==> config.mk <==
export PLATFORM = sky130hd
export DESIGN_NAME = indirect_target_pred
export DESIGN_NICKNAME = d
export VERILOG_FILES = /design/src/rtl/itp_pkg.sv /design/src/rtl/itp_hist.sv /design/src/rtl/itp_base_tbl.sv /design/src/rtl/itp_ind_tbl.sv /design/src/rtl/indirect_target_pred.sv
export SDC_FILE = /design/constraint.sdc
export NUM_CORES = 2
export LEC_CHECK = 0
export BUFFER_PORTS_ARGS = -buffer_cell sky130_fd_sc_hd__buf_4
export CORE_UTILIZATION = 30
export CTS_BUF_LIST = sky130_fd_sc_hd__clkbuf_2
export DETAILED_ROUTE_END_ITERATION = 12
export PLACE_DENSITY_LB_ADDON = 0.25
export RECOVER_POWER = 100
export SLEW_MARGIN = 20
export SYNTH_ARGS = -nofsm -noshare
export SYNTH_HDL_FRONTEND = slang
export SYNTH_SLANG_ARGS = --single-unit
==> constraint.sdc <==
create_clock -name clk -period 23.2 [get_ports clk]
set_clock_uncertainty 0.05 [all_clocks]
set_input_delay 5.8 -clock clk [delete_from_list [all_inputs] [get_ports clk]]
set_output_delay 5.8 -clock clk [all_outputs]
set_load 0.05 [all_outputs]
==> src/rtl/itp_pkg.sv <==
package itp_pkg;
  localparam int DEF_IP_W       = 32;
  localparam int DEF_HIST_W     = 8;
  localparam int DEF_BASE_IDX_W = 4;
  localparam int DEF_BASE_TAG_W = 8;
  localparam int DEF_IND_SET_W  = 3;
  localparam int DEF_IND_WAYS   = 2;
  localparam int DEF_IND_TAG_W  = 6;
  localparam int DEF_SHIFT_W    = 2;
endpackage

==> src/rtl/itp_hist.sv <==
module itp_hist #(
  parameter int HIST_W  = 8,
  parameter int SHIFT_W = 2
) (
  input  logic               clk,
  input  logic               rst_n,
  input  logic               shift_en,
  input  logic [SHIFT_W-1:0] shift_in,
  output logic [HIST_W-1:0]  hist
);
  always_ff @(posedge clk) begin
    if (!rst_n)        hist <= '0;
    else if (shift_en) hist <= {hist[HIST_W-SHIFT_W-1:0], shift_in};
  end
endmodule

==> src/rtl/itp_base_tbl.sv <==
module itp_base_tbl #(
  parameter int IP_W  = 32,
  parameter int IDX_W = 4,
  parameter int TAG_W = 8
) (
  input  logic            clk,
  input  logic            rst_n,
  input  logic [IP_W-1:0] lk_ip,
  output logic            lk_hit,
  output logic [IP_W-1:0] lk_tgt,
  output logic            lk_poly,
  input  logic            up_valid,
  input  logic            up_mispred,
  input  logic [IP_W-1:0] up_ip,
  input  logic [IP_W-1:0] up_target,
  output logic            up_hit,
  output logic [IP_W-1:0] up_tgt
);
  localparam int DEPTH = 1 << IDX_W;

  logic [DEPTH-1:0] vld_q, poly_q;
  logic [TAG_W-1:0] tag_q [DEPTH];
  logic [IP_W-1:0]  tgt_q [DEPTH];

  logic [IDX_W-1:0] lk_idx, up_idx;
  logic [TAG_W-1:0] lk_tag, up_tag;

  assign lk_idx  = lk_ip[IDX_W-1:0];
  assign lk_tag  = lk_ip[IDX_W +: TAG_W];
  assign up_idx  = up_ip[IDX_W-1:0];
  assign up_tag  = up_ip[IDX_W +: TAG_W];

  assign lk_hit  = vld_q[lk_idx] && (tag_q[lk_idx] == lk_tag);
  assign lk_tgt  = tgt_q[lk_idx];
  assign lk_poly = poly_q[lk_idx];
  assign up_hit  = vld_q[up_idx] && (tag_q[up_idx] == up_tag);
  assign up_tgt  = tgt_q[up_idx];

  always_ff @(posedge clk) begin
    if (!rst_n) begin
      vld_q  <= '0;
      poly_q <= '0;
    end else if (up_valid) begin
      if (!up_hit) begin
        vld_q[up_idx]  <= 1'b1;
        poly_q[up_idx] <= 1'b0;
      end else if (up_mispred && (up_tgt != up_target)) begin
        poly_q[up_idx] <= 1'b1;
      end
    end
  end

  always_ff @(posedge clk) begin
    if (up_valid && !up_hit) begin
      tag_q[up_idx] <= up_tag;
      tgt_q[up_idx] <= up_target;
    end
  end
endmodule

==> src/rtl/itp_ind_tbl.sv <==
module itp_ind_tbl #(
  parameter int IP_W   = 32,
  parameter int HIST_W = 8,
  parameter int SET_W  = 3,
  parameter int WAYS   = 2,
  parameter int TAG_W  = 6
) (
  input  logic              clk,
  input  logic              rst_n,
  input  logic [IP_W-1:0]   lk_ip,
  input  logic [HIST_W-1:0] lk_hist,
  output logic              lk_hit,
  output logic [IP_W-1:0]   lk_tgt,
  input  logic [IP_W-1:0]   up_ip,
  input  logic [HIST_W-1:0] up_hist,
  input  logic [IP_W-1:0]   up_target,
  output logic              up_hit,
  input  logic              wr_en
);
  localparam int SETS  = 1 << SET_W;
  localparam int WAY_W = (WAYS > 1) ? $clog2(WAYS) : 1;

  logic [WAYS-1:0]  vld_q [SETS];
  logic [TAG_W-1:0] tag_q [SETS][WAYS];
  logic [IP_W-1:0]  tgt_q [SETS][WAYS];
  logic [WAY_W-1:0] rr_q  [SETS];

  logic [SET_W-1:0] lk_set, up_set;
  logic [TAG_W-1:0] lk_tag, up_tag;
  logic [WAY_W-1:0] up_way, wr_way;

  assign lk_set = lk_ip[SET_W-1:0] ^ lk_hist[SET_W-1:0];
  assign up_set = up_ip[SET_W-1:0] ^ up_hist[SET_W-1:0];
  assign lk_tag = lk_ip[SET_W +: TAG_W] ^ lk_hist[HIST_W-1 -: TAG_W];
  assign up_tag = up_ip[SET_W +: TAG_W] ^ up_hist[HIST_W-1 -: TAG_W];

  always_comb begin
    lk_hit = 1'b0;
    lk_tgt = '0;
    up_hit = 1'b0;
    up_way = '0;
    for (int w = 0; w < WAYS; w++) begin
      if (vld_q[lk_set][w] && (tag_q[lk_set][w] == lk_tag)) begin
        lk_hit = 1'b1;
        lk_tgt = tgt_q[lk_set][w];
      end
      if (vld_q[up_set][w] && (tag_q[up_set][w] == up_tag)) begin
        up_hit = 1'b1;
        up_way = WAY_W'(w);
      end
    end
  end

  assign wr_way = up_hit ? up_way : rr_q[up_set];

  always_ff @(posedge clk) begin
    if (!rst_n) begin
      for (int s = 0; s < SETS; s++) begin
        vld_q[s] <= '0;
        rr_q[s]  <= '0;
      end
    end else if (wr_en) begin
      vld_q[up_set][wr_way] <= 1'b1;
      if (!up_hit)
        rr_q[up_set] <= (rr_q[up_set] == WAY_W'(WAYS - 1)) ? '0 : rr_q[up_set] + 1'b1;
    end
  end

  always_ff @(posedge clk) begin
    if (wr_en) begin
      tag_q[up_set][wr_way] <= up_tag;
      tgt_q[up_set][wr_way] <= up_target;
    end
  end
endmodule

==> src/rtl/indirect_target_pred.sv <==
module indirect_target_pred
  import itp_pkg::*;
#(
  parameter int IP_W       = DEF_IP_W,
  parameter int HIST_W     = DEF_HIST_W,
  parameter int BASE_IDX_W = DEF_BASE_IDX_W,
  parameter int BASE_TAG_W = DEF_BASE_TAG_W,
  parameter int IND_SET_W  = DEF_IND_SET_W,
  parameter int IND_WAYS   = DEF_IND_WAYS,
  parameter int IND_TAG_W  = DEF_IND_TAG_W,
  parameter int SHIFT_W    = DEF_SHIFT_W
) (
  input  logic              clk,
  input  logic              rst_n,
  input  logic              lk_valid,
  output logic              lk_ready,
  input  logic [IP_W-1:0]   lk_ip,
  input  logic [HIST_W-1:0] lk_hist,
  output logic              rsp_valid,
  input  logic              rsp_ready,
  output logic              rsp_hit,
  output logic [IP_W-1:0]   rsp_target,
  input  logic              up_valid,
  input  logic [IP_W-1:0]   up_ip,
  input  logic [IP_W-1:0]   up_target,
  input  logic [HIST_W-1:0] up_hist,
  input  logic              up_mispred,
  output logic [HIST_W-1:0] ghist
);
  logic            b_lk_hit, b_lk_poly, b_up_hit;
  logic [IP_W-1:0] b_lk_tgt, b_up_tgt;
  logic            i_lk_hit, i_up_hit, i_wr;
  logic [IP_W-1:0] i_lk_tgt;
  logic [IP_W-1:0] pred_tgt;
  logic            accept;

  itp_base_tbl #(.IP_W(IP_W), .IDX_W(BASE_IDX_W), .TAG_W(BASE_TAG_W)) u_base (
    .clk(clk), .rst_n(rst_n),
    .lk_ip(lk_ip), .lk_hit(b_lk_hit), .lk_tgt(b_lk_tgt), .lk_poly(b_lk_poly),
    .up_valid(up_valid), .up_mispred(up_mispred), .up_ip(up_ip),
    .up_target(up_target), .up_hit(b_up_hit), .up_tgt(b_up_tgt)
  );

  assign i_wr = up_valid && up_mispred && b_up_hit && (i_up_hit || (up_target != b_up_tgt));

  itp_ind_tbl #(.IP_W(IP_W), .HIST_W(HIST_W), .SET_W(IND_SET_W),
                .WAYS(IND_WAYS), .TAG_W(IND_TAG_W)) u_ind (
    .clk(clk), .rst_n(rst_n),
    .lk_ip(lk_ip), .lk_hist(lk_hist), .lk_hit(i_lk_hit), .lk_tgt(i_lk_tgt),
    .up_ip(up_ip), .up_hist(up_hist), .up_target(up_target),
    .up_hit(i_up_hit), .wr_en(i_wr)
  );

  itp_hist #(.HIST_W(HIST_W), .SHIFT_W(SHIFT_W)) u_hist (
    .clk(clk), .rst_n(rst_n), .shift_en(up_valid),
    .shift_in(up_target[SHIFT_W-1:0]), .hist(ghist)
  );

  always_comb begin
    if (!b_lk_hit)                 pred_tgt = '0;
    else if (b_lk_poly && i_lk_hit) pred_tgt = i_lk_tgt;
    else                           pred_tgt = b_lk_tgt;
  end

  assign lk_ready = !rsp_valid || rsp_ready;
  assign accept   = lk_valid && lk_ready;

  always_ff @(posedge clk) begin
    if (!rst_n) begin
      rsp_valid  <= 1'b0;
      rsp_hit    <= 1'b0;
      rsp_target <= '0;
    end else if (accept) begin
      rsp_valid  <= 1'b1;
      rsp_hit    <= b_lk_hit;
      rsp_target <= pred_tgt;
    end else if (rsp_ready) begin
      rsp_valid  <= 1'b0;
    end
  end
endmodule

==> run metrics <==
clock share of power=around 34%; class of the worst hold path=flop to flop; P_sw=between 0.001 and 0.0015 W; ANT nets after route=0; fillcell total=around 19,000; Pleak=21.15 nW; Seq/Total Area, Yosys=66.77%; RSZ-0062 raised after global routing=no; Routed WL=around 170,000 um; Sequential Power Share=56.3%; Post CTS Setup Buffer Count=0; max-slew violations=between 2,000 and 2,500; CTS Hold Bufs=0; TritonCTS clock tree=built; Remaining Overflow, GRT=0; r2r startpoint=u_base.tag_q[9][3]; die span in y=around 450 um; Max Cap Viol=between 70 and 80; Hold Crit Start=u_ind.vld_q[6][0]; Final nets=3,630; area share of the largest cell type after synthesis=63.45%; initial antenna violation count=11; Max Clk Rate=around 59 MHz; setup TNS=0 ns; synth top area cells=edfxtp_1 63%, mux4_2 18%, mux2i_1 3.4%; syn_nets=3,280; Final setup viols=0; total CTS buffers=between 300 and 400; Startpoint Class=input port; vias in the first global route=34,119; Clock Sinks=around 1,300; clk_lat worst skew=around 1.7 ns; PortBufs=120; RD Place Congestion=0.7816; peak supply drop=between 0.05 and 0.06 mV; final std cells w/o fill=about 6,400; Root Driver=clkbuf_2; Cells after Synth=3,162; status=finished with violations; ys flop type=edfxtp_1; Post-synth EDFFs=approximately 1,200; WL per Instance=27.24 um; failing checks=max-capacitance violations, max-slew violations; via/cell ratio=approximately 5.2; CP endpoint kind=flop; critical path class=input port to flop; fin crit share=around three quarters; starting density of the core=a little under a third; Chip Width=~450 um; Worst-Margin Slew=4.482 ns; Cell Pwr Density=72.74 mW/mm^2; CTS clk-pin slew, worst paths=about 0.1 ns; worst setup path start=up_ip[3]; Final Hold Fails=0; H-tree depth=5; min Tclk post-route=between 15 and 20 ns; GRT Util Overall=around 17%; synthesized area=roughly 0.06 sq mm; worst endpoint required time=between 20 and 25 ns; internal power=about 0.0035 W; synth unique cells=67; Die ar.=roughly 0.2 sq mm; cell count after placement=between 5,000 and 6,000; Longest Clk Path Bufs=4; #FFs+latches synth=about 1,300; CP Max Fanout=52; Sw Share=a little over a quarter; largest net degree at the start of global routing=between 100 and 150; asr flop ratio synth=0%; # IOs=roughly 160; DR iter-0 viols=roughly 3,200; 1st-pass router iterations=5; Util after Layout=between 30% and 40%; synth warn=0; DRC Markers=0; Synth-to-Final Area Change=11.05%; core area=between 0.15 and 0.2 sq mm; synthesized area per cell=about 19 sq um; combinational power share=under 10%; Max transition margin=-198.8%; layout cell share with drive strength beyond 1=a little under a third; area leader, netlist=edfxtp_1; Worst Path Arrival=18.22 ns; row cnt=162; global-route wire length before repair=248,600 um; Post-DP HPWL=about 97,000 um; Via Count=roughly 33,000; post_cts resized=0
[cells by family after synthesis]
logic type                share of synthesized area [%]
xor gates and xnor gates                          1.555
DFF                                               66.77
buffers and inverters                             2.186
and+or+nand+nor                                   3.421
AOI/OAI and AO/OA                                 4.071
muxes                                             22.00
[worst paths after layout]
path                         end  slack (ns)  cells after the start
min reg2reg    u_ind.vld_q[6][0]        0.43                      2
max          u_base.tgt_q[2][18]        6.17                     11
max reg2reg  u_base.tgt_q[2][18]       15.81                      9
min            u_ind.vld_q[6][0]        0.43                      2
[cell usage in the layout, fill, tap and decap left out, drive strengths merged, types with 25 or more instances in the layout]
master,n
clkinv,65
mux4,476
nor4,30
a22oi,32
clkbuf,681
inv,46
a21oi,60
xnor2,54
mux2i,199
xor2,50
edfxtp,1248
buf,76
nor2,42
dfxtp,98
o22ai,41
o31ai,52
o31a,31
mux2,25
nand2,185
nor3,75
[stage by stage]
stage | setup WS [ns] | instance area [sq um] | total power [W] | hold slack (ns)
2_1_floorplan | 11.10 | 59070 | 0.003042 | 0.3925
3_3_place_gp | 9.582 | 63160 | 0.003216 | 0.4034
3_5_place_dp | 9.617 | 63160 | 0.003217 | 0.4141
4_1_cts | 10.98 | 66220 | 0.004845 | 0.4288
5_1_grt | 5.550 | 65590 | 0.004993 | 0.4462
6_report | 6.165 | 65590 | 0.004771 | 0.4304
[state kept, by name, summed over array words and instances, names as in the netlist, named ones only]
| register | cells |
|---|---|
| rsp_target | 32 |
| u_ind.tgt_q | 512 |
| u_ind.vld_q | 16 |
| u_hist.hist | 8 |
| u_base.tgt_q | 512 |
| rsp_valid | 1 |
| u_ind.tag_q | 96 |
| u_ind.rr_q | 8 |
| u_base.tag_q | 128 |
| u_base.vld_q | 16 |
| rsp_hit | 1 |
[cells in the mapped netlist, drive strengths merged, types with 31 or more instances]
library cell	instances
edfxtp	1248
mux4	476
mux2i	199
nand2	185
buf	129
dfxtp	98
clkbuf	91
nor3	75
a21oi	60
xnor2	54
o31ai	52
xor2	50
inv	43
nor2	42
o22ai	41
a22oi	32
o31a	31
[worst max-delay path: stages]
cell,delay (ns)
clkbuf_1,2.51
clkbuf_1,2.34
nor2b_1,0.99
buf_4,0.50
a221oi_1,0.36
xnor2_1,0.21
and4_1,0.28
o21ai_0,0.43
nand3_1,0.34
nor2_1,2.36
clkbuf_1,1.97
[per-layer routing]
metal / share of wire [%] / track usage, % / up-vias
met2: 47 / 27.76 / 1204
met1: 44 / 24.04 / 17720
met5: 0.014 / 0 / -
met4: 2.4 / 5.367 / 4
li1: - / - / 14124
met3: 5.7 / 3.195 / 289
[power by group through the flow]
| stage | Sequential [W] | Clock, W | Combinational (W) |
|---|---|---|---|
| after floorplan | 0.00274 | 0 | 0.000303 |
| after CTS | 0.00268 | 0.00168 | 0.000478 |
| after detailed placement | 0.00274 | 0 | 0.000477 |
| after global routing | 0.00269 | 0.00180 | 0.000497 |
| final | 0.00269 | 0.00162 | 0.000464 |
| after global placement | 0.00274 | 0 | 0.000477 |
[cell type report]
class / count / area (sq um) / share of cell area, %
flip-flops and latches: 1346 / 39440 / 60.13
multi-input cells: 1552 / 18520 / 28.23
well taps: 2624 / 3283 / 5.005
clock buffers: 551 / 2758 / 4.204
repair buffers: 206 / 1109 / 1.690
clock inverters: 70 / 304.0 / 0.4635
inverters: 44 / 165.2 / 0.2518
diodes: 7 / 17.52 / 0.02671
(Power assumes the default switching activity.)
